**config.mk**
```make
export PLATFORM = sky130hd
export DESIGN_NAME = pgm_guard
export DESIGN_NICKNAME = d
export VERILOG_FILES = /design/src/rtl/pgm_guard_pkg.sv /design/src/rtl/pgm_sync.sv /design/src/rtl/pgm_mode_ctl.sv /design/src/rtl/pgm_policy.sv /design/src/rtl/pgm_cfg_store.sv /design/src/rtl/pgm_guard.sv
export SDC_FILE = /design/constraint.sdc
export NUM_CORES = 1
export LEC_CHECK = 0
export CAP_MARGIN = 20
export CORE_UTILIZATION = 45
export DETAILED_ROUTE_END_ITERATION = 10
export HOLD_SLACK_MARGIN = 0.06
export MAX_ROUTING_LAYER = met4
export PLACE_DENSITY = 0.83
export SLEW_MARGIN = 30
export SYNTH_ARGS = -nofsm -noshare
export SYNTH_HDL_FRONTEND = slang
export SYNTH_SLANG_ARGS = --single-unit
```
**constraint.sdc**
```tcl
create_clock -name clk -period 2.3 [get_ports clk]
set_input_delay 0.23 -clock clk [delete_from_list [all_inputs] [get_ports clk]]
set_output_delay 0.23 -clock clk [all_outputs]
set_load 0.005 [all_outputs]
```
**src/rtl/pgm_guard_pkg.sv**
```systemverilog
package pgm_guard_pkg;

  typedef enum logic [1:0] {
    OP_READ        = 2'd0,
    OP_WRITE       = 2'd1,
    OP_ROW_ERASE   = 2'd2,
    OP_BLOCK_ERASE = 2'd3
  } op_e;

  typedef enum logic [1:0] {
    RG_CODE   = 2'd0,
    RG_DATA   = 2'd1,
    RG_CONFIG = 2'd2,
    RG_ID     = 2'd3
  } region_e;

  typedef enum logic [1:0] {
    MODE_RUN = 2'd0,
    MODE_HV  = 2'd1,
    MODE_LV  = 2'd2
  } mode_e;

  // bit 0 code lock, 1 data rw lock, 2 data write lock, 3 config lock, 4 lv enable
  typedef struct packed {
    logic lv_en;
    logic cfg_wlock;
    logic data_wlock;
    logic data_rwlock;
    logic code_rwlock;
  } cfg_t;

  localparam int CFG_W = $bits(cfg_t);
  localparam cfg_t CFG_ERASED = 5'b10000;

  localparam logic SRC_CPU = 1'b0;
  localparam logic SRC_EXT = 1'b1;

endpackage

```
**src/rtl/pgm_sync.sv**
```systemverilog
module pgm_sync #(
  parameter int W      = 2,
  parameter int STAGES = 2
) (
  input  logic         clk,
  input  logic         rst,
  input  logic [W-1:0] d_i,
  output logic [W-1:0] q_o
);

  logic [W-1:0] stage_q [STAGES];

  always_ff @(posedge clk) begin
    if (rst) begin
      for (int i = 0; i < STAGES; i++) stage_q[i] <= '0;
    end else begin
      stage_q[0] <= d_i;
      for (int i = 1; i < STAGES; i++) stage_q[i] <= stage_q[i-1];
    end
  end

  assign q_o = stage_q[STAGES-1];

endmodule

```
**src/rtl/pgm_mode_ctl.sv**
```systemverilog
module pgm_mode_ctl
  import pgm_guard_pkg::*;
(
  input  logic  clk,
  input  logic  rst,
  input  logic  hv_s,
  input  logic  lv_s,
  input  logic  lv_en,
  output mode_e mode_q
);

  logic  idle_now;
  logic  idle_q;
  mode_e mode_d;

  assign idle_now = !hv_s && !lv_s;

  always_comb begin
    mode_d = mode_q;
    unique case (mode_q)
      MODE_RUN: begin
        if (hv_s)               mode_d = MODE_HV;
        else if (lv_en && lv_s) mode_d = MODE_LV;
      end
      MODE_HV: begin
        if (idle_now && idle_q) mode_d = MODE_RUN;
      end
      MODE_LV: begin
        if (hv_s)                    mode_d = MODE_HV;
        else if (idle_now && idle_q) mode_d = MODE_RUN;
      end
      default: mode_d = MODE_RUN;
    endcase
  end

  always_ff @(posedge clk) begin
    if (rst) begin
      mode_q <= MODE_RUN;
      idle_q <= 1'b0;
    end else begin
      mode_q <= mode_d;
      idle_q <= idle_now;
    end
  end

endmodule

```
**src/rtl/pgm_policy.sv**
```systemverilog
module pgm_policy
  import pgm_guard_pkg::*;
(
  input  mode_e   mode,
  input  cfg_t    cfg,
  input  logic    src,
  input  op_e     op,
  input  region_e region,
  output logic    allow
);

  logic read_lock;
  logic write_lock;

  always_comb begin
    unique case (region)
      RG_CODE:   read_lock = cfg.code_rwlock;
      RG_DATA:   read_lock = cfg.data_rwlock;
      default:   read_lock = 1'b0;
    endcase
    unique case (region)
      RG_CODE:   write_lock = cfg.code_rwlock;
      RG_DATA:   write_lock = cfg.data_rwlock | cfg.data_wlock;
      RG_CONFIG: write_lock = cfg.cfg_wlock;
      default:   write_lock = 1'b0;
    endcase
  end

  always_comb begin
    if (src == SRC_CPU) begin
      allow = (op != OP_BLOCK_ERASE);
    end else if (mode == MODE_RUN) begin
      allow = 1'b0;
    end else begin
      unique case (op)
        OP_READ:        allow = !read_lock;
        OP_WRITE:       allow = !write_lock;
        OP_ROW_ERASE:   allow = !write_lock;
        OP_BLOCK_ERASE: allow = 1'b1;
        default:        allow = 1'b0;
      endcase
    end
  end

endmodule

```
**src/rtl/pgm_cfg_store.sv**
```systemverilog
module pgm_cfg_store
  import pgm_guard_pkg::*;
(
  input  logic             clk,
  input  logic             rst,
  input  logic             valid,
  input  logic             allow,
  input  logic             src,
  input  op_e              op,
  input  region_e          region,
  input  mode_e            mode,
  input  logic [CFG_W-1:0] wdata,
  output cfg_t             cfg_q
);

  cfg_t wr;
  logic do_erase;
  logic do_write;

  assign wr       = cfg_t'(wdata);
  assign do_erase = valid && allow && (op == OP_BLOCK_ERASE);
  assign do_write = valid && allow && (op == OP_WRITE) && (region == RG_CONFIG);

  always_ff @(posedge clk) begin
    if (rst) begin
      cfg_q <= CFG_ERASED;
    end else if (do_erase) begin
      cfg_q <= CFG_ERASED;
    end else if (do_write) begin
      cfg_q.code_rwlock <= wr.code_rwlock;
      cfg_q.data_rwlock <= wr.data_rwlock;
      cfg_q.data_wlock  <= wr.data_wlock;
      if (src == SRC_EXT) begin
        cfg_q.cfg_wlock <= wr.cfg_wlock;
        if (mode == MODE_HV) cfg_q.lv_en <= wr.lv_en;
      end
    end
  end

endmodule

```
**src/rtl/pgm_guard.sv**
```systemverilog
module pgm_guard
  import pgm_guard_pkg::*;
#(
  parameter int DW          = 8,
  parameter int SYNC_STAGES = 2
) (
  input  logic             clk,
  input  logic             rst,
  input  logic             hv_req_i,
  input  logic             lv_pin_i,
  input  logic             req_valid_i,
  input  logic             req_src_i,
  input  logic [1:0]       req_op_i,
  input  logic [1:0]       req_region_i,
  input  logic [CFG_W-1:0] req_wdata_i,
  input  logic [DW-1:0]    rd_data_i,
  output logic             gnt_o,
  output logic             deny_o,
  output logic [DW-1:0]    rd_data_o,
  output logic [1:0]       mode_o,
  output logic             pin_sel_o
);

  localparam int PAD_W = DW - CFG_W;

  logic [1:0] req_s;
  logic       hv_s;
  logic       lv_s;
  mode_e      mode_q;
  cfg_t       cfg_q;
  op_e        op;
  region_e    region;
  logic       allow;
  logic [DW-1:0] rd_sel;

  assign op     = op_e'(req_op_i);
  assign region = region_e'(req_region_i);

  pgm_sync #(.W(2), .STAGES(SYNC_STAGES)) sync_i (
    .clk (clk),
    .rst (rst),
    .d_i ({hv_req_i, lv_pin_i}),
    .q_o (req_s)
  );
  assign hv_s = req_s[1];
  assign lv_s = req_s[0];

  pgm_mode_ctl mode_i (
    .clk    (clk),
    .rst    (rst),
    .hv_s   (hv_s),
    .lv_s   (lv_s),
    .lv_en  (cfg_q.lv_en),
    .mode_q (mode_q)
  );

  pgm_policy policy_i (
    .mode   (mode_q),
    .cfg    (cfg_q),
    .src    (req_src_i),
    .op     (op),
    .region (region),
    .allow  (allow)
  );

  pgm_cfg_store cfg_i (
    .clk    (clk),
    .rst    (rst),
    .valid  (req_valid_i),
    .allow  (allow),
    .src    (req_src_i),
    .op     (op),
    .region (region),
    .mode   (mode_q),
    .wdata  (req_wdata_i),
    .cfg_q  (cfg_q)
  );

  generate
    if (PAD_W > 0) begin : g_pad
      assign rd_sel = (region == RG_CONFIG) ? {{PAD_W{1'b0}}, cfg_q} : rd_data_i;
    end else begin : g_nopad
      assign rd_sel = (region == RG_CONFIG) ? cfg_q[DW-1:0] : rd_data_i;
    end
  endgenerate

  always_ff @(posedge clk) begin
    if (rst) begin
      gnt_o     <= 1'b0;
      deny_o    <= 1'b0;
      rd_data_o <= '0;
    end else begin
      gnt_o     <= req_valid_i && allow;
      deny_o    <= req_valid_i && !allow;
      rd_data_o <= (req_valid_i && allow && op == OP_READ) ? rd_sel : '0;
    end
  end

  assign mode_o    = mode_q;
  assign pin_sel_o = cfg_q.lv_en;

endmodule

```
### After elaboration in Yosys (flattened, before gate mapping)

Memories as Yosys holds them, arrays and structs flattened.
Index checks and enable logic that the tools add are counted.

| cells by class | value |
|---|---|
| equality and inequality tests | 9 |
| mux-type cells | 16 |
| bitwise logic cells | 4 |
| reductions and logical operators | 23 |

Operator list:

| kind | number |
|---|---|
| 2-to-1 mux 2 bit | 6 |
| logical AND 1 bit | 9 |
| == test 2 bit, second input constant | 4 |
| == test 2 x 1 -> 1 bit, second input constant | 3 |
| zero test 2 bit | 3 |
| one-hot mux 1 bit (3 select lines) | 2 |
| one-hot mux 2 bit (3 select lines) | 1 |
| OR reduction 2 bit | 3 |
| zero test 1 bit | 5 |
| 2-to-1 mux 1 bit | 5 |
| 2-to-1 mux 5 bit | 1 |
| != test 3 x 2 -> 1 bit, second input constant | 1 |
| bitwise OR 1 bit | 3 |
| AND reduction 3 bit | 1 |
| OR reduction 3 bit | 1 |
| != test 2 bit, second input constant | 1 |
| one-hot mux 1 bit (2 select lines) | 1 |
| AND reduction 2 bit | 1 |
| NOT 1 bit | 1 |

| storage, ports and cells | value |
|---|---|
| register bits | 18 |
| bits in writable memories | 4 |
| output and inout bits | 13 |
| logic and storage cells | 64 |
| memories | 1 |

Memory list:

| memory | depth | width | read ports | clocked after Yosys merged registers in | wr ports | RTL line | RTL |
|---|---|---|---|---|---|---|---|
| sync_i.stage_q | 2 | 2 | 2 | 0 | 2 | pgm_sync.sv:11 | `logic [W-1:0] stage_q [STAGES];` |

### Depth between registers and ports, before layout

Gate-level depths: netlist (run 1).

| logic depth | value |
|---|---|
| word-level depth | 10 |
| gate-level depth with buffers | 8 |

### Hierarchy

A second synthesis (run 1) with hierarchy kept.

| unflattened totals | value |
|---|---|
| cell total of the unflattened synthesis | 96 |
| area total of the unflattened synthesis | 945.9 µm² |

Modules (own cells, without submodules):

| module | instances | cells each | area each (µm²) | sequential area each (µm²) |
|---|---|---|---|---|
| pgm_guard | 1 | 35 | 360.3 | 200.2 |
| pgm_cfg_store | 1 | 28 | 246.5 | 100.1 |
| pgm_sync | 1 | 10 | 120.1 | 80.1 |
| pgm_policy | 1 | 14 | 110.1 | 0.0 |
| pgm_mode_ctl | 1 | 9 | 108.9 | 60.1 |

### Least setup slack after synthesis (run 1)

OpenSTA, ideal clock, no wires.

| timing path | value |
|---|---|
| path kind | input to register |
| start point | input req_op_i[1] |
| end point | register rd_data_o[5] |
| setup time | 80 ps |
| arrival | 1564 ps |
| data required time | 2220 ps |
| slack | 657 ps |
| stages on the path | 8 |
| buffers on the path | 1 |
| cell sequence | inv_1 > ha_1 > nor2b_1 > o221ai_1 > a31oi_1 > or3b_1 > buf_2 > nor3b_1 |

| between the ends | value |
|---|---|
| cells in the longest elaborated chain, start to end | 9 |

RTL lines:

| what | RTL line | RTL |
|---|---|---|
| start: declaration | pgm_guard.sv:13 | `input logic [1:0] req_op_i,` |
| == test 2 bit / == test 2 x 1 -> 1 bit (equally long branches) | pgm_policy.sv:35 | `unique case (op)` |
| OR reduction 2 bit (no source line) | -- |  |
| one-hot mux 1 bit (3 select lines) | pgm_policy.sv:35 |  |
| 2-to-1 mux 1 bit | pgm_policy.sv:32 | `end else if (mode == MODE_RUN) begin` |
| 2-to-1 mux 1 bit | pgm_policy.sv:30 | `if (src == SRC_CPU) begin` |
| logical AND 1 bit | pgm_guard.sv:95 | `rd_data_o <= (req_valid_i && allow && op == OP_READ) ? rd_sel : '0;` |
| logical AND 1 bit * | pgm_guard.sv:95 |  |
| NOT 1 bit (no source line) * | -- |  |
| OR reduction 3 bit (no source line) * | -- |  |
| end signal: assignment | pgm_guard.sv:95 |  |
| end: declaration | pgm_guard.sv:19 | `output logic [DW-1:0] rd_data_o,` |

Every way passes the cells marked *; elsewhere a longest branch is shown, timed or not.
A chain may end at the register's enable or synchronous reset.

### Worst setup path after layout (run 1)

| timing path | value |
|---|---|
| start point | input req_op_i[0] |
| end point | register rd_data_o[6] |

Same word-level chain as after synthesis.

==> run metrics, run 1 <==
slowest stage delay, CP=roughly 0.53 ns; GRT Util Overall=0.199; GPL Wtd Cong=~0.85; Detailed Route Iter0 Violations=17; Worst Setup Start Kind=primary input; post-route DRC violation count=0; min cycle time layout=2.07 ns; CTS sink cnt=22; Synth Net Count=roughly 130; CP Max Fanout=8; worst slew pin tran=about 0.58 ns; H-tree depth=1; vias in the first global route=just under 700; pin count of the biggest net entering global routing=13; r2r worst-path depth=5; synth top area cells=dfxtp_1 49%, nand2_1 8.3%, ha_1 5.6%; Synth area leader=dfxtp_1; Critical Path Sink Type=flop; IR drop worst, VDD=roughly 340 uV; Hold Buf Count CTS=0; Final Hold Viols=0; Yosys cell types=28; mapped cell area=900 um^2; Die Ht=46.7 um; worst-skew pair later-pin latency=0.30 ns; die area=between 0.002 and 0.0025 mm^2; first-pass GRT wire length=a little under 3000 um; Fill cells=140; unrepaired setup endpoints after global routing=false; layout cells sized above 1=0.0435; slowest CP cell=or3b_1; Detailed Place HPWL=around 1600 um; wire per inst=roughly 12 um; total number of yosys warnings=0; initial core utilization=0.499; io pins=36; Initial DRT Pass Iterations=4; Worst-path clk slew=between 0.1 and 0.15 ns; Hold Crit Class=reg2reg; number of synthesized register bits=22; Synth Area per Inst=9.09 um^2; Seq/Total Area, Yosys=0.490; Async SR Flop Fraction=0; top cells by count, synth=22 x dfxtp_1, 20 x nand2_1, 7 x a21oi_1; post-cts resize count=0; Layout Nets=around 170; final antenna-violating net count=0; setup bufs post-CTS=0; Worst Skew=0.00586 ns; CP required=between 2 and 3 ns; Max Cap Viol=0; Power Density=about 520 mW/mm^2; total chip power=a little under 0.0007 W; crit share post-route=0.900; fmax=approximately 480 MHz; input/output buffers=35; setup TNS=0 ns; DIE WIDTH=roughly 47 um; Mapped Cells=just under 100; area growth from synthesis to layout=47.1%; Clock Tree Root=clkbuf_4; Synth top area share=0.490; initial antenna violation count=0; Via-to-Cell Ratio=about 5.0; max_slew headroom=0.612; Post-synth top flop=dfxtp_1; DR vias=between 800 and 900; critical path class=in2reg; row count=15; crit-path cells=clkdlybuf4s50_1 > inv_1 > ha_1 > nand2b_1 > o22ai_1 > a31oi_1 > or3b_1 > nor3b_1; worst hold stages=1; ant diodes=0; most frequent cell after synthesis=dfxtp_1; CP arrival=roughly 2.3 ns; Setup-failing EPs final=0; r2r setup slk=approximately 0.54 ns; Pins Over Slew Limit=0; status=finished, final reports clean; DRT Wirelength=~2000 um; P_leak=0.514 nW; TritonCTS clock tree=done; Overflow after GRT=0; clk buf depth=2; Post-synth EDFFs=0; Core ar.=0.00180 mm^2; Num CTS Buffers=3
-- area by class of cell --
cell class,instances,area [um^2],share of cell area
Clock buffer,4,36.3,0.0274
Inverter,3,11.3,0.00851
Multi-Input combinational cell,72,439,0.332
Sequential cell,22,440,0.333
Tap cell,25,31.3,0.0236
Timing Repair Buffer,37,365,0.276
-- layer usage --
| metal | share of wire | track usage | wire [um] |
|---|---|---|---|
| met5 | 0 | - | 0 |
| met1 | 0.46 | 0.251 | 909 |
| met3 | 0.053 | 0.0353 | 106 |
| met2 | 0.47 | 0.314 | 931 |
| met4 | 0.019 | 0.0743 | 38 |
-- kinds of logic after synthesis --
logic type	synth area share
AND/OR/NAND/NOR	0.261
flip-flops	0.490
AO/OA/AOI/OAI	0.127
buffers and inverters	0.0222
multiplexers	0.0445
adder cells (fa/ha/maj)	0.0556
-- power by group --
part	total [W]	internal [W]	switching (W)
sequential	0.000395	0.000390	0.00000481
combinational	0.0000971	0.0000595	0.0000376
clock	0.000202	0.0000964	0.000106
total	0.000694	0.000546	0.000148
-- flip-flops by register name, indices dropped and copies added (netlist names) --
register	count
deny_o	1
gnt_o	1
mode_i.mode_q	2
mode_i.idle_q	1
cfg_i.cfg_q	5
rd_data_o	8
sync_i.stage_q	4
-- path summary, 6_finish.rpt --
path | to | startpoint
setup / recovery | rd_data_o[6] | req_op_i[0]
setup reg to reg | rd_data_o[6] | cfg_i.cfg_q[2]
hold / removal | mode_i.idle_q | sync_i.stage_q[0][2]
hold reg to reg | mode_i.idle_q | sync_i.stage_q[0][2]
-- cell usage in the layout (no fill, tap or decap), types with 2 or more instances in the layout --
| master | n |
|---|---|
| nand2_1 | 20 |
| nor3_1 | 2 |
| nor3b_1 | 3 |
| o22ai_1 | 2 |
| nor2_1 | 3 |
| clkbuf_4 | 3 |
| ha_1 | 4 |
| dfxtp_1 | 22 |
| nand3b_1 | 2 |
| buf_4 | 2 |
| clkdlybuf4s50_1 | 35 |
| inv_1 | 3 |
| nor2b_1 | 6 |
| mux2i_1 | 4 |
| a21oi_1 | 7 |
| nand2b_1 | 6 |
-- worst max-delay path: cells and delay by family --
family | cells | cell delay, ns
buf+inv | 2 | 0.57
compound gates | 2 | 0.25
fa+ha+maj | 1 | 0.25
simple gates | 3 | 0.97
-- stage by stage --
| stage | worst slack (ns) | area, um^2 | hold slack, ns | util | std cells |
|---|---|---|---|---|---|
| final | 0.230 | 1320 | 0.443 | 0.735 | 163 |
| after global placement | 0.0917 | 1290 | 0.418 | 0.715 | 159 |
| after floorplan | 0.657 | 900 | 0.358 | - | 99 |
| after global routing | 0.0638 | 1320 | 0.455 | 0.735 | 163 |
| after CTS | 0.227 | 1320 | 0.439 | 0.735 | 163 |
| after detailed placement | -0.0798 | 1290 | 0.422 | 0.715 | 159 |
(Power assumes the default switching activity.)
==> run 2, diff against run 1 <==
- ABC_CLOCK_PERIOD_IN_PS: not set -> 2300
==> results of run 2 <==
The final DEF is identical to that of run 1; final timing and power are the same.
==> run 3, diff against run 2 <==
- ABC_AREA: not set -> 1
- CORE_UTILIZATION: 45 -> 47
==> run metrics, run 3 <==
Layout Nets=190 (+14%); worst slew pin tran=0.423 ns (-0.155 ns); worst-skew pair later-pin latency=0.30 ns (about the same); Core ar.=0.00200 mm^2 (+11%); min cycle time layout=1.66 ns (-0.414 ns); number of synthesized register bits=22 (unchanged); post-route DRC violation count=0 (unchanged); crit-path cells=clkdlybuf4s50_1 > inv_1 > ha_1 > nand2_1 > nand2_1 > nand2_1 > nand2_1 > nand2_2 > nand2_4 > nand2_4 > nor2_8 > nand3_2 > nor2_1; Hold Crit Start=sync_i.stage_q[0][1]; initial antenna violation count=0 (unchanged); crit path launch=req_op_i[0]; max_slew headroom=0.717 (+0.105); Detailed Route Iter0 Violations=27 (+10); Hold Crit Class=reg2reg; setup bufs post-CTS=0 (unchanged); vias in the first global route=851 (+24%); Hold Buf Count CTS=0 (unchanged); top cells by count, synth=23 x nand2_1, 22 x dfxtp_1, 17 x inv_1; total number of yosys warnings=0 (unchanged); Die Ht=48.6 um (+4.1%); critical path class=in2reg; Power Density=487 mW/mm^2 (-7.2%); Final Hold Viols=0 (unchanged); commonest non-fill, non-tap cells in the layout=35 x clkdlybuf4s50_1, 23 x nand2_1, 22 x dfxtp_1; Yosys cell types=21 (-25%); GRT Util Overall=0.201 (+0.00252); CP arrival=1.90 ns (-0.38 ns); fmax=604 MHz (+25%); GPL Wtd Cong=0.822 (-3.7%); CP required=2.54 ns (+0.03 ns); final antenna-violating net count=0 (unchanged); layout cells sized above 1=0.143 (+0.0994); Post-synth EDFFs=0 (unchanged); mapped cell area=0.00102 mm^2 (+14%); CP most frequent cell=nand2_1; crit share post-route=0.720 (-0.180); pin count of the biggest net entering global routing=12 (-1); Setup-failing EPs final=0 (unchanged); Synth Area per Inst=8.18 um^2 (-10%); FF-to-FF Start=cfg_i.cfg_q[0]; most frequent cell after synthesis=nand2_1; clk buf depth=2 (unchanged); DIE WIDTH=48.6 um (+4.1%); WP buf/inv=2 (unchanged); Worst Skew=0.00582 ns (-0.0000433 ns); die area=0.00237 mm^2 (+8.4%); Overflow after GRT=0 (unchanged); Synth area leader=dfxtp_1; Via-to-Cell Ratio=4.85 (-2.1%); status=finished, final reports clean; setup TNS=0 ns (unchanged); Mapped Cells=125 (+26%); Synth top area share=0.431 (-0.0587); Num CTS Buffers=3 (unchanged); Initial DRT Pass Iterations=4 (unchanged); Detailed Place HPWL=1600 um (-1.3%); TritonCTS clock tree=done; max reg flops=8 (unchanged); first-pass GRT wire length=3690 um (+26%); Async SR Flop Fraction=0 (unchanged); pre-CTS WS=0.332 ns (+0.412 ns); CTS sink cnt=22 (unchanged); Max Cap Viol=0 (unchanged); io pins=36 (unchanged); H-tree depth=1 (unchanged); post-cts resize count=0 (unchanged); Reg with most FFs=rd_data_o; IR drop worst, VDD=524 uV (+53%); input/output buffers=35 (unchanged); Post-synth top flop=dfxtp_1; Synth Net Count=152 (+21%); Seq/Total Area, Yosys=0.431 (-0.0587); wire per inst=10.5 um (-13%); ant diodes=0 (unchanged); worst setup margin=0.645 ns (+0.414 ns); initial core utilization=0.511 (+0.0113); Worst-path clk slew=0.11 ns (about the same); Worst Setup Start Kind=primary input; row count=16 (+1); Fill cells=175 (+25%); DR vias=912 (+13%); commonest non-fill, non-tap cell in the layout=clkdlybuf4s50_1; Critical Path Sink Type=flop; CP Max Fanout=9 (+1); Pins Over Slew Limit=0 (unchanged); synth top area cells=dfxtp_1 43%, nand2_1 8.4%, inv_1 6.2%; P_leak=0.605 nW (+18%); slowest CP cell=clkdlybuf4s50_1; DRT Wirelength=1980 um (-0.15%); area growth from synthesis to layout=37.6%; Clock Tree Root=clkbuf_4; Top delay family on crit path=simple AND/OR/NAND/NOR gates; Top Registers=rd_data_o (8), cfg_i.cfg_q (5), sync_i.stage_q (4); slowest stage delay, CP=0.51 ns (-0.02 ns); unrepaired setup endpoints after global routing=false
run 3: changes by cell type in the layout (fill, tap and decap cells not counted), moves of 4 or more:
cell and delta:
nand2b_1 -6, mux2i_1 -4, nor2b_1 -6, nand3_1 +6, nand2_4 +4, a21oi_2 +5
inv_1 +14, nor2_1 +10, nand4_1 +6
run 3: worst paths after layout:
kind,to,slack [ns],cells past startpoint
hold reg to reg,sync_i.stage_q[0][3],0.41,2
setup / recovery,rd_data_o[7],0.64,13
hold / removal,sync_i.stage_q[0][3],0.41,2
setup reg to reg,rd_data_o[7],0.96,11
run 3: metrics by stage:
step,total power [W],cell area [um^2],hold slack [ns],utilization,instances
detailed placement,0.000525,1380,0.398,0.691,185
finish,0.000684,1410,0.412,0.703,188
global placement,0.000521,1380,0.391,0.691,185
floorplan,0.000468,1020,0.337,-,125
global route,0.000726,1410,0.425,0.703,188
CTS,0.000687,1410,0.416,0.703,188
run 3: per-layer routing:
metal	share of wire	track usage	up-vias
met1	0.45	0.254	397
met2	0.48	0.329	43
met3	0.059	0.0314	2
met4	0.0071	0.0637	0
li1	-	-	470
met5	0	-	-
run 3: kinds of logic (layout without fill, tap and decap cells):
family / count (synthesis) / in the layout / synth area share
AO/OA/AOI/OAI: 12 / 12 / 0.0771
adder cells (fa/ha/maj): 4 / 4 / 0.0490
buffers and inverters: 21 / 57 / 0.0918
flip-flops: 22 / 22 / 0.431
AND/OR/NAND/NOR: 66 / 66 / 0.351
run 3: cell type report:
cell class	instances	area (um^2)	share of cell area
repair buffers	35	350	0.249
well taps	27	33.8	0.0240
flip-flops and latches	22	440	0.313
inverters	19	71.3	0.0507
clock buffers	3	22.5	0.0160
multi-input cells	82	488	0.347
run 3: worst register-to-register path, stage by stage, from the launching register on:
cell and delay, ns:
dfxtp_1 0.35, nor2_1 0.10, nor2_1 0.06, nand2_1 0.07, nand2_1 0.05, nand2_1 0.07
nand2_2 0.07, nand2_4 0.12, nand2_4 0.08, nor2_8 0.12, nand3_2 0.10, nor2_1 0.10
run 3: power by group:
group | total (W) | internal, W | switching [W]
clock | 0.000168 | 0.0000611 | 0.000107
sequential | 0.000395 | 0.000391 | 0.00000446
combinational | 0.000121 | 0.0000622 | 0.0000585
total | 0.000684 | 0.000514 | 0.000170
